`src/rtl/tlbf_pkg.sv`:
```
package tlbf_pkg;

    typedef enum logic [2:0] {
        XR_HIT     = 3'd0,
        XR_BADADDR = 3'd1,
        XR_MISS    = 3'd2,
        XR_INVALID = 3'd3,
        XR_DIRTY   = 3'd4
    } xlat_res_e;

    typedef enum logic [4:0] {
        EXC_NONE    = 5'd0,
        EXC_MOD     = 5'd1,
        EXC_TLB_LD  = 5'd2,
        EXC_TLB_ST  = 5'd3,
        EXC_ADDR_LD = 5'd4,
        EXC_ADDR_ST = 5'd5
    } exc_code_e;

    typedef enum logic [1:0] {
        SEL_BADVA = 2'd0,
        SEL_CTX   = 2'd1,
        SEL_EHI   = 2'd2,
        SEL_NONE  = 2'd3
    } reg_sel_e;

    typedef struct packed {
        logic      fault;
        logic      refill;
        exc_code_e code;
    } fault_t;

    // Sort a translator result into an exception class.
    function automatic fault_t classify(input logic [2:0] res, input logic store);
        fault_t f;
        f.fault  = 1'b1;
        f.refill = 1'b0;
        case (res)
            XR_HIT:     begin f.fault = 1'b0; f.code = EXC_NONE; end
            XR_MISS:    begin f.refill = 1'b1; f.code = store ? EXC_TLB_ST : EXC_TLB_LD; end
            XR_INVALID: f.code = store ? EXC_TLB_ST : EXC_TLB_LD;
            XR_DIRTY:   f.code = EXC_MOD;
            default:    f.code = store ? EXC_ADDR_ST : EXC_ADDR_LD;
        endcase
        return f;
    endfunction

endpackage

```
`src/rtl/tlbf_classifier.sv`:
```
module tlbf_classifier
    import tlbf_pkg::*;
(
    input  logic       req_valid,
    input  logic [2:0] req_result,
    input  logic       req_store,
    output fault_t     fault
);
    fault_t raw;

    always_comb begin
        raw = classify(req_result, req_store);
        fault = raw;
        if (!req_valid) begin
            fault.fault  = 1'b0;
            fault.refill = 1'b0;
            fault.code   = EXC_NONE;
        end
    end
endmodule

```
`src/rtl/tlbf_regs.sv`:
```
module tlbf_regs
    import tlbf_pkg::*;
#(
    parameter int ADDR_W       = 32,
    parameter int PAGE_BITS    = 12,
    parameter int ASID_W       = 8,
    parameter int CTX_BASE_LSB = 23
) (
    input  logic              clk,
    input  logic              rst,
    input  logic              fault_ld,
    input  logic [ADDR_W-1:0] vaddr,
    input  logic              wr_en,
    input  logic [1:0]        wr_sel,
    input  logic [ADDR_W-1:0] wr_data,
    output logic [ADDR_W-1:0] bva_q,
    output logic [ADDR_W-1:0] ctx_q,
    output logic [ADDR_W-1:0] ehi_q
);
    localparam int VPN2_LSB   = PAGE_BITS + 1;
    localparam int VPN2_W     = ADDR_W - VPN2_LSB;
    localparam int CTX_BASE_W = ADDR_W - CTX_BASE_LSB;
    localparam int CTX_PAD_W  = CTX_BASE_LSB - VPN2_W;
    localparam int EHI_GAP_W  = VPN2_LSB - ASID_W;

    logic [ADDR_W-1:0]     badva_r;
    logic [CTX_BASE_W-1:0] ctx_base_r;
    logic [VPN2_W-1:0]     ctx_vpn_r;
    logic [VPN2_W-1:0]     ehi_vpn_r;
    logic [ASID_W-1:0]     ehi_asid_r;
    logic                  unused_wr_gap;

    assign unused_wr_gap = ^wr_data[VPN2_LSB-1:ASID_W];

    always_ff @(posedge clk) begin
        if (rst) begin
            badva_r    <= '0;
            ctx_base_r <= '0;
            ctx_vpn_r  <= '0;
            ehi_vpn_r  <= '0;
            ehi_asid_r <= '0;
        end else begin
            if (fault_ld) begin
                badva_r   <= vaddr;
                ctx_vpn_r <= vaddr[ADDR_W-1:VPN2_LSB];
                ehi_vpn_r <= vaddr[ADDR_W-1:VPN2_LSB];
            end else if (wr_en && wr_sel == SEL_EHI) begin
                ehi_vpn_r  <= wr_data[ADDR_W-1:VPN2_LSB];
                ehi_asid_r <= wr_data[ASID_W-1:0];
            end
            if (wr_en && wr_sel == SEL_CTX)
                ctx_base_r <= wr_data[ADDR_W-1:CTX_BASE_LSB];
        end
    end

    assign bva_q = badva_r;
    assign ctx_q = {ctx_base_r, ctx_vpn_r, {CTX_PAD_W{1'b0}}};
    assign ehi_q = {ehi_vpn_r, {EHI_GAP_W{1'b0}}, ehi_asid_r};
endmodule

```
`src/rtl/tlbf_rdport.sv`:
```
module tlbf_rdport
    import tlbf_pkg::*;
#(
    parameter int ADDR_W = 32
) (
    input  logic [1:0]        rd_sel,
    input  logic [ADDR_W-1:0] bva_q,
    input  logic [ADDR_W-1:0] ctx_q,
    input  logic [ADDR_W-1:0] ehi_q,
    output logic [ADDR_W-1:0] rd_data
);
    always_comb begin
        case (rd_sel)
            SEL_BADVA: rd_data = bva_q;
            SEL_CTX:   rd_data = ctx_q;
            SEL_EHI:   rd_data = ehi_q;
            default:   rd_data = '0;
        endcase
    end
endmodule

```
`src/rtl/tlbf_unit.sv`:
```
module tlbf_unit
    import tlbf_pkg::*;
#(
    parameter int ADDR_W       = 32,
    parameter int PAGE_BITS    = 12,
    parameter int ASID_W       = 8,
    parameter int CTX_BASE_LSB = 23
) (
    input  logic              clk,
    input  logic              rst,
    input  logic              req_valid,
    input  logic [2:0]        req_result,
    input  logic [ADDR_W-1:0] req_vaddr,
    input  logic              req_store,
    input  logic              sw_wr_en,
    input  logic [1:0]        sw_wr_sel,
    input  logic [ADDR_W-1:0] sw_wr_data,
    input  logic [1:0]        sw_rd_sel,
    output logic [ADDR_W-1:0] sw_rd_data,
    output logic              exc_pulse,
    output logic [4:0]        exc_code,
    output logic              exc_refill
);
    fault_t            cur_fault;
    logic [ADDR_W-1:0] bva_q;
    logic [ADDR_W-1:0] ctx_q;
    logic [ADDR_W-1:0] ehi_q;
    logic              pulse_r;
    logic              refill_r;
    exc_code_e         code_r;

    tlbf_classifier u_cls (
        .req_valid (req_valid),
        .req_result(req_result),
        .req_store (req_store),
        .fault     (cur_fault)
    );

    tlbf_regs #(
        .ADDR_W      (ADDR_W),
        .PAGE_BITS   (PAGE_BITS),
        .ASID_W      (ASID_W),
        .CTX_BASE_LSB(CTX_BASE_LSB)
    ) u_regs (
        .clk     (clk),
        .rst     (rst),
        .fault_ld(cur_fault.fault),
        .vaddr   (req_vaddr),
        .wr_en   (sw_wr_en),
        .wr_sel  (sw_wr_sel),
        .wr_data (sw_wr_data),
        .bva_q   (bva_q),
        .ctx_q   (ctx_q),
        .ehi_q   (ehi_q)
    );

    tlbf_rdport #(.ADDR_W(ADDR_W)) u_rd (
        .rd_sel (sw_rd_sel),
        .bva_q  (bva_q),
        .ctx_q  (ctx_q),
        .ehi_q  (ehi_q),
        .rd_data(sw_rd_data)
    );

    always_ff @(posedge clk) begin
        if (rst) begin
            pulse_r  <= 1'b0;
            refill_r <= 1'b0;
            code_r   <= EXC_NONE;
        end else begin
            pulse_r  <= cur_fault.fault;
            refill_r <= cur_fault.fault & cur_fault.refill;
            if (cur_fault.fault)
                code_r <= cur_fault.code;
        end
    end

    assign exc_pulse  = pulse_r;
    assign exc_refill = refill_r;
    assign exc_code   = code_r;
endmodule

```
`config.mk`:
```
export PLATFORM = sky130hd
export DESIGN_NAME = tlbf_unit
export DESIGN_NICKNAME = d
export VERILOG_FILES = /design/src/rtl/tlbf_pkg.sv /design/src/rtl/tlbf_classifier.sv /design/src/rtl/tlbf_regs.sv /design/src/rtl/tlbf_rdport.sv /design/src/rtl/tlbf_unit.sv
export SDC_FILE = /design/constraint.sdc
export NUM_CORES = 1
export LEC_CHECK = 0
export ABC_AREA = 0
export BUFFER_PORTS_ARGS = -buffer_cell sky130_fd_sc_hd__buf_4
export CAP_MARGIN = 20
export CORE_MARGIN = 5
export CORE_UTILIZATION = 30
export DETAILED_ROUTE_END_ITERATION = 8
export GPL_ROUTABILITY_DRIVEN = 1
export PLACE_DENSITY = 0.49
export SLEW_MARGIN = 20
export SYNTH_ARGS = -nofsm -noshare
export SYNTH_HDL_FRONTEND = slang
export SYNTH_SLANG_ARGS = --single-unit
```
`constraint.sdc`:
```
create_clock -name clk -period 1.24 [get_ports clk]
set_input_delay 0.186 -clock clk [delete_from_list [all_inputs] [get_ports clk]]
set_output_delay 0.186 -clock clk [all_outputs]
set_load 0.02 [all_outputs]
```
==> metrics.md <==
| Metric | Value |
|---|---|
| Share of cells above drive strength 1 | 38.5% |
| Status | finished with violations |
| Reg2reg setup slack | 0.50 ns |
| Final Power | 7.06 mW |
| CTS tree | built |
| Post-CTS setup buffers | 0 |
| Ports | 115 |
| # rows | 39 |
| Clock skew | 0 ns |
| Highest routed layer | met4 |
| Top-area cell type share of the netlist area | 42.4% |
| Min Clock Period, post-route | 1.30 ns |
| Die Width | 117 um |
| Mapped Area | 0.00344 mm^2 |
| Fillers | 1122 |
| Yosys reg bits | 73 |
| Max-capacitance violation count | 0 |
| Sequential area share after synthesis | 42.4% |
| Initial core utilization | 30.4% |
| Worst min path class | in -> reg |
| Die Y-Extent | 117 um |
| Number of global-route vias before repair | 3154 |
| CP arrival | 1.11 ns |
| Antenna violations before repair | 0 |
| Num CTS Buffers | 9 |
| Top FF cell, synth | dfxtp_1 |
| Setup TNS Final | -0.335 ns |
| R2R cell count | 2 |
| Vias after detailed routing | 3146 |
| Post-Route WL | 10400 um |
| Area leader, netlist | dfxtp_1 |
| First-pass GRT wire length | 16100 um |
| Initial drt markers | 119 |
| Non-filler cells, final | 665 |
| Pins Over Slew Limit | 0 |
| Placed insts | 649 |
| Syn-to-layout area delta | 49.4% |
| Hold Fails Final Rpt | 0 |
| Reg2Reg Launch Point | u_regs.ehi_vpn_r[1]$_SDFFE_PP0P_ |
| Die ar. | 0.0137 mm^2 |
| Element type at the critical path end | primary output |
| Post-synth EDFFs | 0 |
| Critical Path RT | 1.05 ns |
| HP Start | req_vaddr[2] |
| GRT Resource Usage Total | 15.4% |
| Cell Pwr Density | 1370 mW/mm^2 |
| Met2 WL | 5150 um |
| Crit Path Class | reg -> out |
| Ant diodes | 0 |
| Core Footprint | 0.0113 mm^2 |
| Startpoint types | flop |
| Reg2reg end | u_regs.ehi_vpn_r[1]$_SDFFE_PP0P_ |
| Syn avg cell area | 8.38 um^2 |
| Final WS setup | -0.0556 ns |
| Clk_lat worst skew | 0.33 ns |
| Synth top area cells | dfxtp_1, mux2i_1, nand2_1, a21oi_1, nor2_1 |
| Global route overflow | 0 |
| Crit share post-route | 104% |
| DRC violations left | 0 |
| M1 WL | 4400 um |
| RSZ-0062 raised after global routing | true |
| Drt pass-1 iters | 4 |
| CTS Root Cell | clkbuf_16 |
| Final setup violation count | 18 |
| CP Max Fanout | 3 |
| Pin count of the biggest net entering global routing | 63 |
| CTS hold repair buffers | 0 |
| Final net count | 593 |
| Hold depth | 3 |
| Input/output buffers | 107 |
| Leak | 2.30 nW |
| Via density | 4.73 |
| Ys Warns | 0 |
| Depth of the CTS H-tree | 3 |
| Final GP Congestion | 0.762 |
| Unique masters post-synth | 24 |
| Fmax | 772 MHz |
| DP HPWL | 7520 um |
| Async SR Flop Fraction | 0% |
| Mapped Cells | 411 |
| Hold slack | 0.0997 ns |
| Antenna Nets Post-Route | 0 |
| CTS clk-pin slew, worst paths | 0.06 ns |
| Hold Path End | u_regs.bva_q[2]$_SDFFE_PP0P_ |
| Maximum vdd drop | 602 uV |
| CTS Buffer Depth | 2 |
| Routed len/inst | 15.7 um |
| Clk sinks | 73 |
| Failing checks | setup timing |
| DR WL met3 | 718 um |
-- cell usage after synthesis (2+ instances only) --
| cell type | number |
|---|---|
| dfxtp_1 | 73 |
| nand2_1 | 88 |
| o21ai_0 | 25 |
| a211oi_1 | 19 |
| mux2i_1 | 68 |
| buf_2 | 14 |
| buf_4 | 4 |
| nand3b_1 | 2 |
| nor2_1 | 42 |
| a21oi_1 | 32 |
| nand2b_1 | 16 |
| clkbuf_1 | 16 |
-- routing by layer --
metal / GRT usage [%] / up-vias
met1: 18.8 / 1444
met2: 25.9 / 84
li1: - / 1607
met3: 4.68 / 11
met5: 0 / -
met4: 5.05 / 0
-- final cells by class --
type / count / area [um^2] / area share, %
clock buffer: 11 / 243 / 4.72
tap: 143 / 179 / 3.48
timing repair buffer: 129 / 1110 / 21.6
multi-input combinational: 304 / 1950 / 37.9
clock inverter: 5 / 150 / 2.92
sequential: 73 / 1510 / 29.4
-- stage by stage --
stage	instance area (um^2)	utilization [%]	setup WS (ns)
2_1_floorplan	3520	-	-0.0577
3_3_place_gp	4580	40.4	-0.0302
3_5_place_dp	4580	40.4	-0.0832
4_1_cts	5080	44.8	-0.0751
5_1_grt	5140	45.4	-0.0898
6_report	5140	45.4	-0.0556
-- worst max path at each step --
| stage | cells after the start | from | slack (ns) | end |
|---|---|---|---|---|
| floorplan | 4 | sw_rd_sel[0] | -0.06 | sw_rd_data[4] |
| CTS | 3 | u_regs.ctx_vpn_r[8]$_SDFFE_PP0P_ | -0.08 | sw_rd_data[12] |
| global placement | 5 | req_result[2] | -0.03 | u_regs.ehi_vpn_r[16]$_SDFFE_PP0P_ |
| finish | 3 | u_regs.ctx_vpn_r[8]$_SDFFE_PP0P_ | -0.06 | sw_rd_data[12] |
| global route | 3 | u_regs.ctx_vpn_r[3]$_SDFFE_PP0P_ | -0.09 | sw_rd_data[7] |
| detailed placement | 5 | req_result[2] | -0.08 | u_regs.ehi_vpn_r[1]$_SDFFE_PP0P_ |
-- sequential cells by signal, summed over array words and instances, names as in the netlist --
name / count
exc_refill: 1
u_regs.ctx_base_r: 9
u_regs.bva_q: 13
exc_pulse: 1
exc_code: 3
u_regs.ctx_vpn_r: 19
u_regs.ehi_vpn_r: 19
u_regs.ehi_asid_r: 8
-- power breakdown --
group	total, mW	internal, mW	switching [mW]
Clock	3.40	2.43	0.974
Combinational	1.08	0.537	0.547
Sequential	2.57	2.48	0.0910
-- worst max-delay path: stages, from the launching register on --
cell and delay [ns]:
dfxtp_2 0.36, mux2i_1 0.08, nor2_1 0.17, buf_4 0.18
-- cell families (layout without fill, tap and decap cells) --
kind of cell	count (synthesis)	in the layout	share of synthesized area (%)
simple gates	153	153	18.8
flops	73	73	42.4
mux	69	69	20.1
compound gates	80	80	13.8
buf+inv	35	145	4.76
other cells	1	2	0.109
-- cell usage in the layout (no fill, tap or decap), drive strengths merged --
cell     synthesis  final
buf             19    129
nand2           88     88
dfxtp           73     73
mux2i           68     68
nor2            43     43
a21oi           32     32
o21ai           25     25
a211oi          19     19
nand2b          16     16
clkbuf          16     11
bufinv           0      5
nand3b           2      2
conb             1      2
nor2b            1      1
o31ai            1      1
o31a             1      1
a2bb2oi          1      1
nor3b            1      1
nor3             1      1
mux2             1      1
a22oi            1      1
nor4             1      1
-- repair_timing --
action                     in CTS  in global routing
setup endpoints to repair      27                 30
resized for setup              42                 22
pin swaps                       3                  6
hold endpoints to repair        0                  0
Power figures use the tool's default switching activity.
